--- src/rtl/timer_pkg.sv ---
// Package: shared widths and types for the cycle counter and compare timers.
// Assumes: the counter width is fixed by the architecture at 32 bits.
package timer_pkg;
    localparam int CNT_W_DEF = 32;
    localparam int NUM_CMP_DEF = 3;
    localparam int SEL_W_DEF = 3;

    typedef logic [CNT_W_DEF-1:0] cnt_t;
endpackage

--- src/rtl/tmr_wr_decode.sv ---
// Module: tmr_wr_decode
// Turns the write strobe and select into one count-load enable and one
// write enable per compare register. Assumes SEL_W can encode NUM_CMP;
// select values above NUM_CMP decode to nothing.
module tmr_wr_decode #(
    parameter int NUM_CMP = timer_pkg::NUM_CMP_DEF,
    parameter int SEL_W   = timer_pkg::SEL_W_DEF
) (
    input  logic               wr_en,
    input  logic [SEL_W-1:0]   wr_sel,
    output logic               load_cnt,
    output logic [NUM_CMP-1:0] cmp_wr
);
    // Select 0 addresses the running count.
    always_comb begin
        load_cnt = wr_en && (wr_sel == '0);
    end

    // One enable per comparator, select k mapping to comparator k-1.
    for (genvar g = 0; g < NUM_CMP; g++) begin : g_dec
        assign cmp_wr[g] = wr_en && (wr_sel == SEL_W'(g + 1));
    end
endmodule

--- src/rtl/tmr_counter.sv ---
// Module: tmr_counter
// Free-running cycle count. A load replaces the increment on that edge.
// Exposes the next-state value and whether the coming edge increments,
// so comparators can detect the count stepping onto their value.
module tmr_counter #(
    parameter int CNT_W = timer_pkg::CNT_W_DEF
) (
    input  logic             clk,
    input  logic             rst_n,
    input  logic             load_en,
    input  logic [CNT_W-1:0] load_val,
    output logic [CNT_W-1:0] count_q,
    output logic [CNT_W-1:0] count_nxt,
    output logic             incr
);
    // Next count: loaded value, or current value plus one (modular).
    always_comb begin
        incr      = !load_en;
        count_nxt = load_en ? load_val : count_q + CNT_W'(1);
    end

    // Count register with synchronous active-low reset.
    always_ff @(posedge clk) begin
        if (!rst_n) begin
            count_q <= '0;
        end else begin
            count_q <= count_nxt;
        end
    end
endmodule

--- src/rtl/tmr_channel.sv ---
// Module: tmr_channel
// One comparator: a compare register plus its pending bit. A match is the
// count incrementing onto the compare value; loads of the count never
// match. Priority on an edge: compare write (clears) > match (sets) > clear.
module tmr_channel #(
    parameter int CNT_W = timer_pkg::CNT_W_DEF
) (
    input  logic             clk,
    input  logic             rst_n,
    input  logic             cmp_wr,
    input  logic [CNT_W-1:0] wr_data,
    input  logic [CNT_W-1:0] count_nxt,
    input  logic             incr,
    input  logic             clr,
    output logic [CNT_W-1:0] cmp_q,
    output logic             pend_q
);
    logic hit;

    // Match event: an increment whose result equals the held compare value.
    always_comb begin
        hit = incr && (count_nxt == cmp_q);
    end

    // Compare register, loaded by software.
    always_ff @(posedge clk) begin
        if (!rst_n) begin
            cmp_q <= '0;
        end else if (cmp_wr) begin
            cmp_q <= wr_data;
        end
    end

    // Pending bit with write-clear, match-set and acknowledge-clear.
    always_ff @(posedge clk) begin
        if (!rst_n) begin
            pend_q <= 1'b0;
        end else if (cmp_wr) begin
            pend_q <= 1'b0;
        end else if (hit) begin
            pend_q <= 1'b1;
        end else if (clr) begin
            pend_q <= 1'b0;
        end
    end
endmodule

--- src/rtl/tmr_readmux.sv ---
// Module: tmr_readmux
// Combinational read-back: select 0 gives the count, select k gives
// comparator k-1, and unmapped selects give zero. No latency stage.
module tmr_readmux #(
    parameter int CNT_W   = timer_pkg::CNT_W_DEF,
    parameter int NUM_CMP = timer_pkg::NUM_CMP_DEF,
    parameter int SEL_W   = timer_pkg::SEL_W_DEF
) (
    input  logic [SEL_W-1:0]              rd_sel,
    input  logic [CNT_W-1:0]              count_q,
    input  logic [NUM_CMP-1:0][CNT_W-1:0] cmp_all,
    output logic [CNT_W-1:0]              rd_data
);
    // Select the addressed register, defaulting to zero.
    always_comb begin
        rd_data = '0;
        if (rd_sel == '0) begin
            rd_data = count_q;
        end
        for (int k = 0; k < NUM_CMP; k++) begin
            if (rd_sel == SEL_W'(k + 1)) begin
                rd_data = cmp_all[k];
            end
        end
    end
endmodule

--- src/rtl/cycle_timer_top.sv ---
// Module: cycle_timer_top
// Cycle counter with NUM_CMP compare timers and per-comparator pending
// bits. Assumes a single write per cycle, a synchronous active-low reset,
// and SEL_W wide enough to encode NUM_CMP.
module cycle_timer_top #(
    parameter int CNT_W   = timer_pkg::CNT_W_DEF,
    parameter int NUM_CMP = timer_pkg::NUM_CMP_DEF,
    parameter int SEL_W   = timer_pkg::SEL_W_DEF
) (
    input  logic               clk,
    input  logic               rst_n,
    input  logic               wr_en,
    input  logic [SEL_W-1:0]   wr_sel,
    input  logic [CNT_W-1:0]   wr_data,
    input  logic [SEL_W-1:0]   rd_sel,
    output logic [CNT_W-1:0]   rd_data,
    input  logic [NUM_CMP-1:0] clr_mask,
    output logic [NUM_CMP-1:0] irq_pend
);
    logic                       load_cnt;
    logic [NUM_CMP-1:0]         cmp_wr;
    logic [CNT_W-1:0]           count_q;
    logic [CNT_W-1:0]           count_nxt;
    logic                       incr;
    logic [NUM_CMP-1:0][CNT_W-1:0] cmp_all;

    tmr_wr_decode #(.NUM_CMP(NUM_CMP), .SEL_W(SEL_W)) u_dec (
        .wr_en    (wr_en),
        .wr_sel   (wr_sel),
        .load_cnt (load_cnt),
        .cmp_wr   (cmp_wr)
    );

    tmr_counter #(.CNT_W(CNT_W)) u_cnt (
        .clk       (clk),
        .rst_n     (rst_n),
        .load_en   (load_cnt),
        .load_val  (wr_data),
        .count_q   (count_q),
        .count_nxt (count_nxt),
        .incr      (incr)
    );

    // One comparator channel per compare register.
    for (genvar g = 0; g < NUM_CMP; g++) begin : g_ch
        tmr_channel #(.CNT_W(CNT_W)) u_ch (
            .clk       (clk),
            .rst_n     (rst_n),
            .cmp_wr    (cmp_wr[g]),
            .wr_data   (wr_data),
            .count_nxt (count_nxt),
            .incr      (incr),
            .clr       (clr_mask[g]),
            .cmp_q     (cmp_all[g]),
            .pend_q    (irq_pend[g])
        );
    end

    tmr_readmux #(.CNT_W(CNT_W), .NUM_CMP(NUM_CMP), .SEL_W(SEL_W)) u_rd (
        .rd_sel  (rd_sel),
        .count_q (count_q),
        .cmp_all (cmp_all),
        .rd_data (rd_data)
    );
endmodule

--- config.mk ---
export PLATFORM = sky130hd
export DESIGN_NAME = cycle_timer_top
export DESIGN_NICKNAME = d
export VERILOG_FILES = /design/src/rtl/timer_pkg.sv /design/src/rtl/tmr_wr_decode.sv /design/src/rtl/tmr_counter.sv /design/src/rtl/tmr_channel.sv /design/src/rtl/tmr_readmux.sv /design/src/rtl/cycle_timer_top.sv
export SDC_FILE = /design/constraint.sdc
export NUM_CORES = 1
export LEC_CHECK = 0
export BUFFER_PORTS_ARGS = -buffer_cell sky130_fd_sc_hd__clkbuf_2
export CORE_MARGIN = 8
export CORE_UTILIZATION = 55
export CTS_CLUSTER_DIAMETER = 80
export CTS_CLUSTER_SIZE = 8
export DETAILED_ROUTE_END_ITERATION = 10
export MAX_ROUTING_LAYER = met4
export PLACE_DENSITY = 0.79
export REMOVE_ABC_BUFFERS = 1
export SLEW_MARGIN = 20
export SYNTH_ARGS = -nofsm -noshare
export SYNTH_HDL_FRONTEND = slang
export SYNTH_SLANG_ARGS = --single-unit
--- constraint.sdc ---
create_clock -name clk -period 8.95 [get_ports clk]
set_input_delay 2.685 -clock clk [delete_from_list [all_inputs] [get_ports clk]]
set_output_delay 2.685 -clock clk [all_outputs]
set_load 0.02 [all_outputs]
==> run_results.csv <==
group,metric,value,unit
place,place_inst,1323,
setup_path,crit_type,"in2out",
setup_path,crit_path_start,"rd_sel[0]",
global_route,met3_usage,8.45,%
sta,max_freq,140,MHz
setup_path,crit_end,"rd_data[2]",
place,post_dp_cell_area,8770,µm²
setup_path,r2r_start,"u_cnt.count_q[0]",
global_route,grt_max_degree,65,
global_route,grt-ovfl-total,0,
cts,cts_num_sinks,131,
cts,cts_setup_buffers,0,
drt,drtIter0Drc,1211,
setup_path,crit_fanout,14,
yosys,synthTopCellsByArea,"dfxtp_1, nand2_1, a21oi_1",
die,initial_core_util,55.8,%
sta,fin_crit_sh,79.5,%
die,ios,79,
power_and_ir_drop,p_leak,3.34,nW
cts,cts_htree_levels,4,
finish,final_net_count,1199,
die,coreArea,15100,µm²
sta,final_max_slew_viol_count,0,
drt,drtAntennaViolNets,0,
sta,setup_tns,0,ps
setup_path,end_kind,"output pin",
yosys,synth_ff_type,"dfxtp_1",
yosys,synth_edf_count,0,
global_route,met1_usage,45.5,%
cts,cts-root-buf,"clkbuf_16",
yosys,yosysTopAreaCell,"dfxtp_1",
yosys,ys_ff_latch,131,
finish,design_area,9330,µm²
power_and_ir_drop,pwr-share-clk,45.4,%
sta,skew,9.93,ps
drt,drtPass1Iterations,11,
sta,relSlewSlack,17.8,%
drt,wirelength,33500,µm
yosys,synth_cells,1139,
global_route,met2_usage,51.6,%
yosys,synth_top_area_share,31.1,%
cts,cts_tree,"built",
cts,cts_max_path_buffers,2,
hold_path,hp-class,"reg2reg",
yosys,yosys_warnings,0,
setup_path,arrival,4430,ps
sta,fin_crit,7120,ps
setup_path,reg2reg_slack,4120,ps
global_route,grt_pass1_wl,52100,µm
place,io_buffer_count,78,
run_status,status,"finished with violations",
power_and_ir_drop,combPwrFrac,12.7,%
drt,num_vias,9206,
flow_run,cap_viol_max_count,0,
sta,setup_viol,0,
yosys,synthTopCellsByCount,"nand2_1, dfxtp_1, a21oi_1",
finish,drive_above_1_share,13.6,%
setup_path,r2r_end,"g_ch[0].u_ch.pend_q",
yosys,synth-async-reset-ratio,0,%
sta,finalHoldViolations,0,
yosys,post-synth-top-count-cell,"nand2_1",
cts,cts_buffers,17,
global_route,antenna_found_initial,0,
power_and_ir_drop,p_int,1.08,mW
finish,diodes,0,
power_and_ir_drop,p_per_area,161,nW/µm²
setup_path,rr_worst_depth,9,
global_route,grt_usage,35.0,%
cts,clkLatencyLatePin,430,ps
cts,post_cts_resized,0,
sta,rsz0062_at_grt,"false",
die,die_h,140,µm
place,hpwl,24000,µm
global_route,grt_pass1_vias,8658,
finish,area_growth,10.8,%
yosys,yosysUniqueCellTypes,78,
cts,clkTransAtPathRegs,60,ps
place,gp_congestion,1.07,
finish,final_cells,1355,
power_and_ir_drop,pwr-share-seq,41.8,%
yosys,seq_area_frac_synth,31.1,%
yosys,synth_area,8420,µm²
drt,drc_errors,1,
cts,postCtsHoldBufs,0,
run_status,violations,"DRC",
finish,postLayoutCoreUtil,61.9,%
die,dieWidth,140,µm
setup_path,cp-start-kind,"input pin",
drt,vias_per_cell,6.79,
power_and_ir_drop,ir_drop,0.000138,V
global_route,top_usage_layer,"met2",
die,die_area,19500,µm²
power_and_ir_drop,sw_frac_of_total,28.0,%
die,rows,45,
power_and_ir_drop,power.switching,0.422,mW
setup_path,cp_data_required_time,6270,ps
sta,worstMarginPinSlew,1200,ps
yosys,avgSynthCellArea,7.40,µm²
drt,avgRoutedWirePerCell,24.7,µm
## flip-flops by register name (all words and copies together) (netlist names)
| signal | count |
|---|---|
| g_ch.u_ch.pend_q | 3 |
| g_ch.u_ch.cmp_q | 96 |
| u_cnt.count_q | 32 |
## worst min path at each step
stage | to | cells after the start | slack [ps] | start
floorplan | g_ch[2].u_ch.cmp_q[27] | 2 | 450 | g_ch[2].u_ch.cmp_q[27]
global placement | g_ch[0].u_ch.cmp_q[3] | 2 | 470 | g_ch[0].u_ch.cmp_q[3]
detailed placement | g_ch[0].u_ch.cmp_q[3] | 2 | 470 | g_ch[0].u_ch.cmp_q[3]
CTS | g_ch[0].u_ch.cmp_q[3] | 2 | 480 | g_ch[0].u_ch.cmp_q[3]
global route | g_ch[2].u_ch.cmp_q[17] | 2 | 500 | g_ch[2].u_ch.cmp_q[17]
finish | g_ch[0].u_ch.cmp_q[3] | 2 | 480 | g_ch[0].u_ch.cmp_q[3]
## per-layer routing
layer,wire (µm),up-vias
met5,0,-
met3,3850,107
met2,14700,602
met1,13700,4361
li1,-,4136
met4,1150,0
## worst max-delay path, cell delays in order
cell and delay [ps]:
clkbuf_2 310, and3b_1 630, buf_4 390, a22oi_1 140
nand2_1 100, clkbuf_2 160
## cell usage in the layout (no fill, tap or decap), drive strengths merged, types with 7 or more instances in the layout
cell	count
a211oi	20
a21oi	125
a22oi	52
a31oi	13
and2	11
buf	16
clkbuf	101
dfxtp	131
inv	19
mux4	7
nand2	256
nand3	29
nand4	25
nor2	61
nor2b	12
nor3	27
nor3b	7
nor4	24
o21ai	29
or4	7
xnor2	41
xor2	27
## logic make-up after synthesis
logic type                 synth area share, %
AOI/OAI and AO/OA                         24.9
xor gates and xnor gates                  7.16
adders and majority gates                0.149
buffers and inverters                     5.94
DFF                                       31.1
muxes                                     2.36
and+or+nand+nor                           28.3
## per-stage QoR
step / total power [mW] / setup WS [ps] / hold WS, ps
5_1_grt: 1.55 / 1770 / 503
3_5_place_dp: 0.826 / 1890 / 471
2_1_floorplan: 0.740 / 1730 / 454
4_1_cts: 1.50 / 1880 / 479
3_3_place_gp: 0.824 / 1940 / 468
6_report: 1.51 / 1830 / 483
## cell type report
type	count	area (µm²)
repair buffers	94	510
inverters	20	76.3
flip-flops and latches	131	2620
well taps	188	235
clock inverters	9	106
fillers	1400	5760
clock buffers	23	458
multi-input cells	890	5330
## power groups by stage
stage | logic (mW) | clock network (mW) | registers [mW]
2_1_floorplan | 0.111 | 0 | 0.630
5_1_grt | 0.204 | 0.712 | 0.632
3_3_place_gp | 0.183 | 0 | 0.641
4_1_cts | 0.186 | 0.686 | 0.628
3_5_place_dp | 0.185 | 0 | 0.641
6_report | 0.192 | 0.684 | 0.630
No activity file was read; power rests on OpenSTA's default activity.
